[config.mk]
export PLATFORM = sky130hd
export DESIGN_NAME = adc_seq
export DESIGN_NICKNAME = d
export VERILOG_FILES = /design/src/rtl/adc_seq_pkg.sv /design/src/rtl/adc_sar_core.sv /design/src/rtl/adc_result_bank.sv /design/src/rtl/adc_seq_ctrl.sv /design/src/rtl/adc_seq.sv
export SDC_FILE = /design/constraint.sdc
export NUM_CORES = 1
export LEC_CHECK = 0
export BUFFER_PORTS_ARGS = -buffer_cell sky130_fd_sc_hd__buf_2
export CORE_MARGIN = 2
export CORE_UTILIZATION = 30
export CTS_BUF_LIST = sky130_fd_sc_hd__clkbuf_16
export DETAILED_ROUTE_END_ITERATION = 8
export PLACE_DENSITY = 0.49
export SLEW_MARGIN = 20
export SYNTH_ARGS = -nofsm -noshare
export SYNTH_HDL_FRONTEND = slang
export SYNTH_SLANG_ARGS = --single-unit
export TNS_END_PERCENT = 50
[constraint.sdc]
create_clock -name clk -period 4.25 [get_ports clk]
set_clock_uncertainty 0.05 [all_clocks]
set_input_delay 0.425 -clock clk [delete_from_list [all_inputs] [get_ports clk]]
set_output_delay 0.425 -clock clk [all_outputs]
set_load 0.02 [all_outputs]
[src/rtl/adc_seq_pkg.sv]
package adc_seq_pkg;
  localparam int unsigned TRIG_SEL_BIT = 3;
  localparam int unsigned REQ_SEL_BIT  = 4;
  localparam int unsigned IDLE_BIT     = 5;
  localparam int unsigned STOP_BIT     = 6;
  localparam int unsigned START_BIT    = 7;

  typedef enum logic [1:0] {
    ENG_HOLD  = 2'd0,
    ENG_LOAD  = 2'd1,
    ENG_ABORT = 2'd2
  } eng_cmd_e;
endpackage

[src/rtl/adc_sar_core.sv]
module adc_sar_core
  import adc_seq_pkg::*;
#(
  parameter int RES_W = 10
) (
  input  logic             clk,
  input  logic             rst_n,
  input  eng_cmd_e         cmd,
  input  logic             cmp_in,
  output logic             busy,
  output logic             done,
  output logic [RES_W-1:0] sar,
  output logic [RES_W-1:0] result
);
  localparam int IDX_W = (RES_W > 1) ? $clog2(RES_W) : 1;
  localparam logic [IDX_W-1:0] TOP_IDX = IDX_W'(RES_W - 1);

  logic [IDX_W-1:0] idx;

  // One decision: drop the trial bit if rejected, then arm the next lower bit.
  function automatic logic [RES_W-1:0] sar_decide(input logic [RES_W-1:0] cur,
                                                   input logic [IDX_W-1:0] bit_i,
                                                   input logic keep);
    logic [RES_W-1:0] nxt;
    nxt = cur;
    if (!keep) nxt[bit_i] = 1'b0;
    if (bit_i != '0) nxt[bit_i - 1'b1] = 1'b1;
    return nxt;
  endfunction

  assign result = sar_decide(sar, idx, cmp_in);
  assign done   = busy && (idx == '0) && (cmd == ENG_HOLD);

  always_ff @(posedge clk or negedge rst_n) begin
    if (!rst_n) begin
      busy <= 1'b0;
      idx  <= '0;
      sar  <= '0;
    end else begin
      case (cmd)
        ENG_LOAD: begin
          busy <= 1'b1;
          idx  <= TOP_IDX;
          sar  <= {1'b1, {(RES_W-1){1'b0}}};
        end
        ENG_ABORT: busy <= 1'b0;
        default: if (busy) begin
          sar <= result;
          if (idx == '0) busy <= 1'b0;
          else           idx  <= idx - 1'b1;
        end
      endcase
    end
  end
endmodule

[src/rtl/adc_result_bank.sv]
module adc_result_bank #(
  parameter int NCH   = 4,
  parameter int RES_W = 10,
  localparam int CH_W = (NCH > 1) ? $clog2(NCH) : 1
) (
  input  logic             clk,
  input  logic             rst_n,
  input  logic             we,
  input  logic [CH_W-1:0]  wch,
  input  logic [RES_W-1:0] wdata,
  input  logic [CH_W-1:0]  rch,
  output logic [RES_W-1:0] rdata
);
  logic [RES_W-1:0] bank_view [NCH];

  for (genvar g = 0; g < NCH; g++) begin : g_ch
    logic [RES_W-1:0] q;
    always_ff @(posedge clk or negedge rst_n) begin
      if (!rst_n)                          q <= '0;
      else if (we && wch == CH_W'(g))      q <= wdata;
    end
    assign bank_view[g] = q;
  end

  assign rdata = bank_view[rch];
endmodule

[src/rtl/adc_seq_ctrl.sv]
module adc_seq_ctrl
  import adc_seq_pkg::*;
#(
  parameter int NCH = 4,
  localparam int CH_W = (NCH > 1) ? $clog2(NCH) : 1
) (
  input  logic            clk,
  input  logic            rst_n,
  input  logic            wr_en,
  input  logic [7:0]      wr_data,
  input  logic            hw_trig,
  input  logic            scan_run,
  input  logic [CH_W-1:0] sgl_ch,
  input  logic            eng_busy,
  input  logic            eng_done,
  output eng_cmd_e        eng_cmd,
  output logic            trig_sel,
  output logic            req_sel,
  output logic            sgl_busy,
  output logic [CH_W-1:0] ch_sel,
  output logic            irq_req,
  output logic            dma_req,
  output logic            go_evt,
  output logic            stop_evt
);
  localparam logic [CH_W-1:0] LAST_CH = CH_W'(NCH - 1);

  logic            start_str, stop_str, trig_evt, scan_kill, unused_low;
  logic [CH_W-1:0] scan_ch, sgl_ch_q;

  assign unused_low = ^wr_data[2:0];
  assign start_str  = wr_en && wr_data[START_BIT];
  assign stop_str   = wr_en && wr_data[STOP_BIT];
  assign trig_evt   = trig_sel ? hw_trig : start_str;
  assign go_evt     = trig_evt && !stop_str;
  assign stop_evt   = stop_str && sgl_busy;
  assign scan_kill  = !scan_run && !sgl_busy && eng_busy;
  assign ch_sel     = sgl_busy ? sgl_ch_q : scan_ch;

  // Stop beats start, start beats scan housekeeping.
  always_comb begin
    if (stop_evt)                                  eng_cmd = ENG_ABORT;
    else if (go_evt)                               eng_cmd = ENG_LOAD;
    else if (scan_kill)                            eng_cmd = ENG_ABORT;
    else if (!eng_busy && scan_run && !sgl_busy)   eng_cmd = ENG_LOAD;
    else                                           eng_cmd = ENG_HOLD;
  end

  always_ff @(posedge clk or negedge rst_n) begin
    if (!rst_n) begin
      trig_sel <= 1'b0;
      req_sel  <= 1'b0;
      sgl_busy <= 1'b0;
      sgl_ch_q <= '0;
      scan_ch  <= '0;
      irq_req  <= 1'b0;
      dma_req  <= 1'b0;
    end else begin
      if (wr_en) begin
        trig_sel <= wr_data[TRIG_SEL_BIT];
        req_sel  <= wr_data[REQ_SEL_BIT];
      end
      if (stop_evt) begin
        sgl_busy <= 1'b0;
      end else if (go_evt) begin
        sgl_busy <= 1'b1;
        sgl_ch_q <= sgl_ch;
      end else if (eng_done && sgl_busy) begin
        sgl_busy <= 1'b0;
      end
      if (eng_done && !sgl_busy)
        scan_ch <= (scan_ch == LAST_CH) ? '0 : scan_ch + 1'b1;
      irq_req <= eng_done && sgl_busy && !req_sel;
      dma_req <= eng_done && sgl_busy &&  req_sel;
    end
  end
endmodule

[src/rtl/adc_seq.sv]
module adc_seq
  import adc_seq_pkg::*;
#(
  parameter int NCH   = 4,
  parameter int RES_W = 10,
  localparam int CH_W = (NCH > 1) ? $clog2(NCH) : 1
) (
  input  logic             clk,
  input  logic             rst_n,
  input  logic             wr_en,
  input  logic [7:0]       wr_data,
  output logic [7:0]       ctrl_rd,
  input  logic             hw_trig,
  input  logic             scan_run,
  input  logic [CH_W-1:0]  sgl_ch,
  input  logic             cmp_in,
  output logic [RES_W-1:0] dac_code,
  output logic [CH_W-1:0]  ch_sel,
  input  logic [CH_W-1:0]  rd_ch,
  output logic [RES_W-1:0] rd_data,
  output logic             irq_req,
  output logic             dma_req
);
  eng_cmd_e         eng_cmd;
  logic             eng_busy, eng_done, trig_sel, req_sel, sgl_busy;
  logic             go_evt, stop_evt;
  logic [RES_W-1:0] eng_result;

  adc_seq_ctrl #(.NCH(NCH)) u_ctrl (
    .clk(clk), .rst_n(rst_n), .wr_en(wr_en), .wr_data(wr_data),
    .hw_trig(hw_trig), .scan_run(scan_run), .sgl_ch(sgl_ch),
    .eng_busy(eng_busy), .eng_done(eng_done), .eng_cmd(eng_cmd),
    .trig_sel(trig_sel), .req_sel(req_sel), .sgl_busy(sgl_busy),
    .ch_sel(ch_sel), .irq_req(irq_req), .dma_req(dma_req),
    .go_evt(go_evt), .stop_evt(stop_evt)
  );

  adc_sar_core #(.RES_W(RES_W)) u_core (
    .clk(clk), .rst_n(rst_n), .cmd(eng_cmd), .cmp_in(cmp_in),
    .busy(eng_busy), .done(eng_done), .sar(dac_code), .result(eng_result)
  );

  adc_result_bank #(.NCH(NCH), .RES_W(RES_W)) u_bank (
    .clk(clk), .rst_n(rst_n), .we(eng_done), .wch(ch_sel),
    .wdata(eng_result), .rch(rd_ch), .rdata(rd_data)
  );

  assign ctrl_rd = {2'b00, !sgl_busy, req_sel, trig_sel, 3'b000};
endmodule

==> run_results.csv, run 1 <==
group,metric,value,unit
finish,diodes,0,
worst_setup_path,endpoint_kind,"flip-flop",
placed_design,gp_congestion,0.8265,
synth,yosysWarnings,0,
cts,tritoncts,"yes",
finish,nNetsFinal,322,
sta,final.setup.tns,0,ps
synth,seq_area_frac_synth,0.4934,
drt,drc,0,
synth,synth_area,3246,um2
cts,postCtsSetupRepairBufs,0,
cts,clkTransAtPathRegs,60,ps
global_route,use_met1,0.1803,
drt,via_count,2126,
placed_design,hpwlAfterDp,5114,um
drt,antenna_left,0,
sta,maxSlewHeadroom,0.5345,
die,core_area,10420,um2
cts,cts-root-buf,"clkbuf_16",
die,num_rows,37,
die,dieArea,11670,um2
global_route,grt_pass1_vias,2210,
global_route,grt_start_max_net_pins,35,
cts,h-tree-depth,3,
drt,wl,7401,um
die,ios,50,
drt,drt_iter0_drc,107,
cts,cts_made_buffers,9,
status,status,"finished, final reports clean",
pwr,power,2.372,mW
global_route,met3_usage,0.04581,
min_path,hold_class,"input pin to async pin",
worst_setup_path,worstPathMaxFanout,10,
sta,fmax,366.7,MHz
finish,mostFrequentLayoutCells,"64 x dfrtp_1, 44 x mux2_2, 40 x buf_2",
global_route,use_met2,0.2228,
synth,ys_types,47,
worst_setup_path,required,4410,ps
cts,cts_hold_buffers,0,
sta,finalCritPeriodShare,0.6416,
cts,ctsLongestPathBuffers,2,
synth,ys_seq_elements,64,
die,dieWidth,108.0,um
pwr,peakVddDrop,0.2165,mV
finish,final_cells,435,
die,die_h,108.0,um
worst_setup_path,cp-start-kind,"flip-flop",
die,start_util,0.3116,
placed_design,dp_cells,419,
finish,final_common_cell,"dfrtp_1",
global_route,busiest_layer,"met2",
sta,slew_viol_final,0,
global_route,grtUsageTotal,0.1385,
synth,synth-edff-count,0,
sta,worst_pin_slew,695.7,ps
sta,finalCriticalPeriod,2727,ps
sta,setup_viol,0,
finish,synthToLayoutAreaGrowth,17.39,%
drt,drt_pass1_iterations,4,
synth,avgSynthCellArea,12.88,um2
synth,ys.flop_type,"dfrtp_1",
sta,rsz0062_at_grt,"false",
pwr,p_per_area,622.7,nW/um2
synth,postSynth.asyncResetShare,1.000,
worst_setup_path,crit_type,"flip-flop to flip-flop",
worst_setup_path,cp.arrival,2890,ps
global_route,grt_overflow,0,
cts,cts_resized,0,
finish,design_area,3810,um2
cts,cts.sinks,64,
sta,hold_viol_final,0,
worst_setup_path,reg2reg_setup_slack,1520,ps
placed_design,portBuffers,40,
drt,vias_per_cell,4.887,
pwr,power.leakage,1.835,nW
flow_run,max_cap_violations,0,
finish,drive_gt1_frac,0.4047,
global_route,grt_pass1_wl,12100,um
global_route,grt_antenna_before_repair,0,
synth,synth_cells,252,
drt,avgRoutedWirePerCell,17.01,um
placed_design,dpl_cell_area,3545,um2
cts,clk_latency,330,ps
[registers in the layout, summed over array words and instances, names as in the netlist]
name	cells
u_ctrl.irq_req	1
u_ctrl.req_sel	1
u_ctrl.dma_req	1
u_core.sar	10
u_ctrl.scan_ch	2
u_bank.g_ch.q	40
u_ctrl.sgl_ch_q	2
u_core.idx	4
u_ctrl.trig_sel	1
u_ctrl.sgl_busy	1
u_core.busy	1
[critical path: stages, from the launching register on]
cell and delay, ps:
dfrtp_1 400, a31oi_1 510, and2_1 240, ha_1 200, nand3_4 90, nor3_4 330, nand3_2 370, mux2_1 430
[layout make-up]
class,instances,area [um2]
fill,1049,6606
sequential,64,1602
multi-input combinational,168,1524
clock buffer,9,225.2
timing repair buffer,42,215.2
tap,136,170.2
clock inverter,7,40.04
inverter,9,33.78
[where the power goes]
group	total, mW	switching [mW]	internal [mW]
combinational	0.795	0.463	0.332
sequential	0.921	0.157	0.764
clock	0.657	0.268	0.388
[final timing paths]
kind / start / depth (start not counted) / to
setup / recovery: u_ctrl.trig_sel$_DFFE_PN0P_ / 7 / u_bank.g_ch[2].q[6]$_DFFE_PN0P_
hold / removal: rst_n / 1 / u_core.idx[2]$_DFFE_PN0P_
setup reg to reg: u_ctrl.trig_sel$_DFFE_PN0P_ / 7 / u_bank.g_ch[2].q[6]$_DFFE_PN0P_
hold reg to reg: u_ctrl.req_sel$_DFFE_PN0P_ / 1 / u_ctrl.irq_req$_DFF_PN0_
max in group asynchronous: rst_n / 2 / u_bank.g_ch[1].q[2]$_DFFE_PN0P_
min in group clk: sgl_ch[0] / 2 / u_ctrl.sgl_ch_q[0]$_DFFE_PN0P_
[metrics by stage]
step / util / hold WS [ps] / setup WS (ps)
floorplan: - / 79.41 / 1900
global placement: 0.3403 / 408.8 / 1273
detailed placement: 0.3403 / 418.2 / 1213
CTS: 0.3658 / 118.9 / 1472
global route: 0.3658 / 160.1 / 1263
finish: 0.3658 / 92.70 / 1523
[cells by family after synthesis]
family | share of synthesized area
and+or+nand+nor | 0.08598
adders and majority gates | 0.03855
buffers and inverters | 0.04163
AOI/OAI and AO/OA | 0.1041
other | 0.001155
muxes | 0.2352
DFF | 0.4934
[layer usage]
| layer | up-vias | part of all wire |
|---|---|---|
| met5 | - | 0 |
| met4 | 0 | 0.010 |
| met3 | 9 | 0.052 |
| met2 | 53 | 0.47 |
| met1 | 1061 | 0.47 |
| li1 | 1003 | - |
[synth_stat cells (all sizes together) (2+ instances only)]
cell / n / area (um2)
dfrtp: 64 / 1602
mux2: 46 / 518.0
o21ai: 14 / 77.58
buf: 13 / 93.83
nand2: 13 / 48.80
ha: 10 / 125.1
mux4: 10 / 225.2
nor2: 10 / 37.54
inv: 9 / 33.78
nand2b: 6 / 37.54
nand3: 6 / 62.56
o31a: 6 / 52.55
a22oi: 5 / 37.54
a21oi: 4 / 20.02
a22o: 4 / 35.03
nor2b: 3 / 18.77
nor3: 3 / 26.28
and3: 2 / 13.77
clkbuf: 2 / 7.510
mux2i: 2 / 20.02
o21bai: 2 / 15.01
o31ai: 2 / 15.01
Note: power is estimated with default switching activity, not from simulation.
==> run 2: changes to the inputs <==
Settings changed: ABC_AREA set to 1.
Clock period 4.25 ns to 2.85 ns, I/O delays scaled along.
==> run 2 against run 1 <==
  * Design area is 1.3% higher
  * Worst hold slack is essentially flat
  * Die area increased by 1.2%
  * Largest power group unchanged
  * First-iteration DRC count rose by 32%
  * Setup slack worse by 1100 ps
  * Clock power increased by 60%
==> run_results.csv, run 2 <==
group,metric,value,unit
finish,reg_top3,"u_bank.g_ch.q (40), u_core.sar (10), u_core.idx (4)",
synth,synth_compound_area_frac,0.1070,
cts,h-tree-depth,3,
flow_run,max_cap_violations,0,
finish,largest_reg_flops,40,
worst_setup_path,cp_slowest_stage_delay,420,ps
sta,maxSlewHeadroom,0.4424,
drt,vias_per_cell,4.643,
sta,worst_pin_slew,836.4,ps
worst_setup_path,cp.arrival,2600,ps
status,status,"finished, final reports clean",
synth,synth.most_common_cell,"nand2_1",
synth,postSynth.asyncResetShare,1.000,
die,die_h,108.7,um
sta,fmax,414.0,MHz
finish,fillers,1153,
pwr,comb_power_share,0.363,
cts,postCtsSetupRepairBufs,0,
synth,synth_area,3287,um2
cts,cts_made_buffers,9,
synth,yosys.area_share.simple,0.2901,
die,dieArea,11810,um2
die,ios,50,
synth,synthXorXnorAreaFrac,0,
pwr,p_seq_frac,0.368,
finish,synthToLayoutAreaGrowth,17.40,%
placed_design,gp_congestion,0.8781,
pwr,power.leakage,2.112,nW
global_route,grt_start_max_net_pins,65,
placed_design,portBuffers,40,
cts,cts_hold_buffers,0,
global_route,grt_pass1_vias,2808,
drt,drc,0,
worst_setup_path,cp_top_family,"compound AO/OA/AOI/OAI gates",
sta,finalHoldWorstSlack,92.87,ps
finish,mostFrequentLayoutCells,"177 x nand2_1, 64 x dfrtp_1, 43 x o21ai_0",
cts,cts.sinks,64,
pwr,p_per_area,1007,nW/um2
synth,synth_cells,419,
finish,final_common_cell,"nand2_1",
global_route,grt_antenna_before_repair,0,
synth,synth-edff-count,0,
worst_setup_path,path_buf_inv,4,
drt,avgRoutedWirePerCell,13.93,um
cts,cts-root-buf,"clkbuf_16",
synth,avgSynthCellArea,7.845,um2
global_route,grt_overflow,0,
synth,synthAdderAreaFrac,0.03807,
drt,antenna_left,0,
global_route,grtUsageTotal,0.1555,
pwr,peakVddDrop,0.2980,mV
pwr,sw_frac_of_total,0.4083,
global_route,grt_pass1_wl,13930,um
worst_setup_path,reg2reg_setup_slack,430,ps
drt,wl,8429,um
sta,setup_ws,434.7,ps
pwr,power_frac_clock,0.269,
pwr,power,3.884,mW
min_path,hold_class,"input pin to async pin",
synth,yosysWarnings,0,
synth,synth_largest_area_cell,"dfrtp_1",
sta,hold_viol_final,0,
synth,ys_seq_elements,64,
worst_setup_path,endpoint_kind,"flip-flop",
drt,drt_iter0_drc,141,
placed_design,hpwlAfterDp,5826,um
die,dieWidth,108.7,um
die,start_util,0.3059,
sta,rsz0062_at_grt,"false",
synth,synth_top_cell_area_share,0.4872,
sta,final.setup.tns,0,ps
die,num_rows,38,
die,core_area,10750,um2
sta,slew_viol_final,0,
worst_setup_path,cp_slowest_cell,"o211ai_1",
finish,diodes,0,
placed_design,dpl_worst_slack,372.9,ps
drt,via_count,2809,
synth,ys.flop_type,"dfrtp_1",
drt,drt_pass1_iterations,4,
synth,synthMuxAreaShare,0,
cts,cts_resized,0,
synth,ys_types,27,
worst_setup_path,cp-start-kind,"flip-flop",
cts,clkTransAtPathRegs,50,ps
finish,final_cells,605,
sta,setup_viol,0,
pwr,p_switching,1.586,mW
synth,synth.top_cells.by_count,"177 x nand2_1, 64 x dfrtp_1, 43 x o21ai_0, 26 x nor2_1, 23 x inv_1",
pwr,internal_power,2.299,mW
worst_setup_path,required,3040,ps
sta,finalCritPeriodShare,0.8475,
worst_setup_path,critical_path.cell_chain,"inv_1 > o211ai_1 > nand4_1 > o21ai_0 > inv_1 > ha_1 > nor2_1 > nor2_2 > inv_2 > nor2_2 > buf_4 > nand2_1 > nand2_1 > o21ai_0",
finish,drive_gt1_frac,0.1699,
sta,finalCriticalPeriod,2415,ps
cts,ctsLongestPathBuffers,2,
synth,synth_area_leaders,"dfrtp_1 49%, nand2_1 20%, o21ai_0 6.5%, ha_1 3.8%, nor2_1 3.0%",
cts,tritoncts,"yes",
synth,synth_top_family_by_area,"simple AND/OR/NAND/NOR gates",
finish,nNetsFinal,488,
placed_design,dp_cells,589,
worst_setup_path,worstPathMaxFanout,10,
worst_setup_path,crit_type,"flip-flop to flip-flop",
finish,top_register,"u_bank.g_ch.q",
synth,seq_area_frac_synth,0.4872,
cts,clk_latency,330,ps
[run 2: cell types whose count changed in the layout (fill, tap and decap cells not counted), sizes merged, moves of 4 or more]
cell    previous run  this run
nor2              10        31
inv               10        32
o31a               6         0
o21ai             14        46
a22oi              5         0
mux4              10         0
nand2             13       179
nand4              0         8
nand2b             6         0
nand3              6        10
o22ai              1        12
mux2              46         0
a22o               4         0
[run 2: routing by layer]
layer	global-route usage	share of wire
met1	0.2086	0.48
met2	0.2455	0.46
met3	0.03825	0.041
met4	0.05311	0.017
met5	0	0
[run 2: power by group through the flow]
stage               Sequential (mW)  Clock (mW)  Combinational, mW
CTS                            1.43        1.07               1.43
floorplan                      1.47           0              0.936
global placement               1.44           0               1.41
finish                         1.43        1.05               1.41
global route                   1.47        1.12               1.63
detailed placement             1.44           0               1.42
[run 2: per-stage QoR]
| step | instance area, um2 | utilization |
|---|---|---|
| floorplan | 3302 | - |
| global placement | 3578 | 0.3330 |
| detailed placement | 3578 | 0.3330 |
| CTS | 3859 | 0.3591 |
| global route | 3859 | 0.3591 |
| finish | 3859 | 0.3591 |
[run 2: layout make-up]
cell class	instances	area [um2]	share of cell area
clock buffer	9	225.2	0.05837
clock inverter	7	55.05	0.01427
inverter	32	122.6	0.03178
multi-input combinational	309	1449	0.3755
sequential	64	1602	0.4150
tap	140	175.2	0.04540
timing repair buffer	44	230.2	0.05966
[run 2: cell families after synthesis]
logic type	Yosys count
other	1
adder cells (fa/ha/maj)	10
AO/OA/AOI/OAI	65
AND/OR/NAND/NOR	229
buffers and inverters	50
flip-flops	64
[run 2: final timing paths]
path                                             startpoint                               to  cells past startpoint
worst min-delay path                                  rst_n  u_bank.g_ch[3].q[9]$_DFFE_PN0P_                      2
min in group clk                                 wr_data[4]       u_ctrl.req_sel$_DFFE_PN0P_                      3
worst max-delay path            u_ctrl.trig_sel$_DFFE_PN0P_        u_core.idx[0]$_DFFE_PN0P_                     14
worst max register to register  u_ctrl.trig_sel$_DFFE_PN0P_        u_core.idx[0]$_DFFE_PN0P_                     14
worst min register to register   u_ctrl.req_sel$_DFFE_PN0P_         u_ctrl.irq_req$_DFF_PN0_                      1
max in group asynchronous                             rst_n        u_core.sar[3]$_DFFE_PN0P_                      2
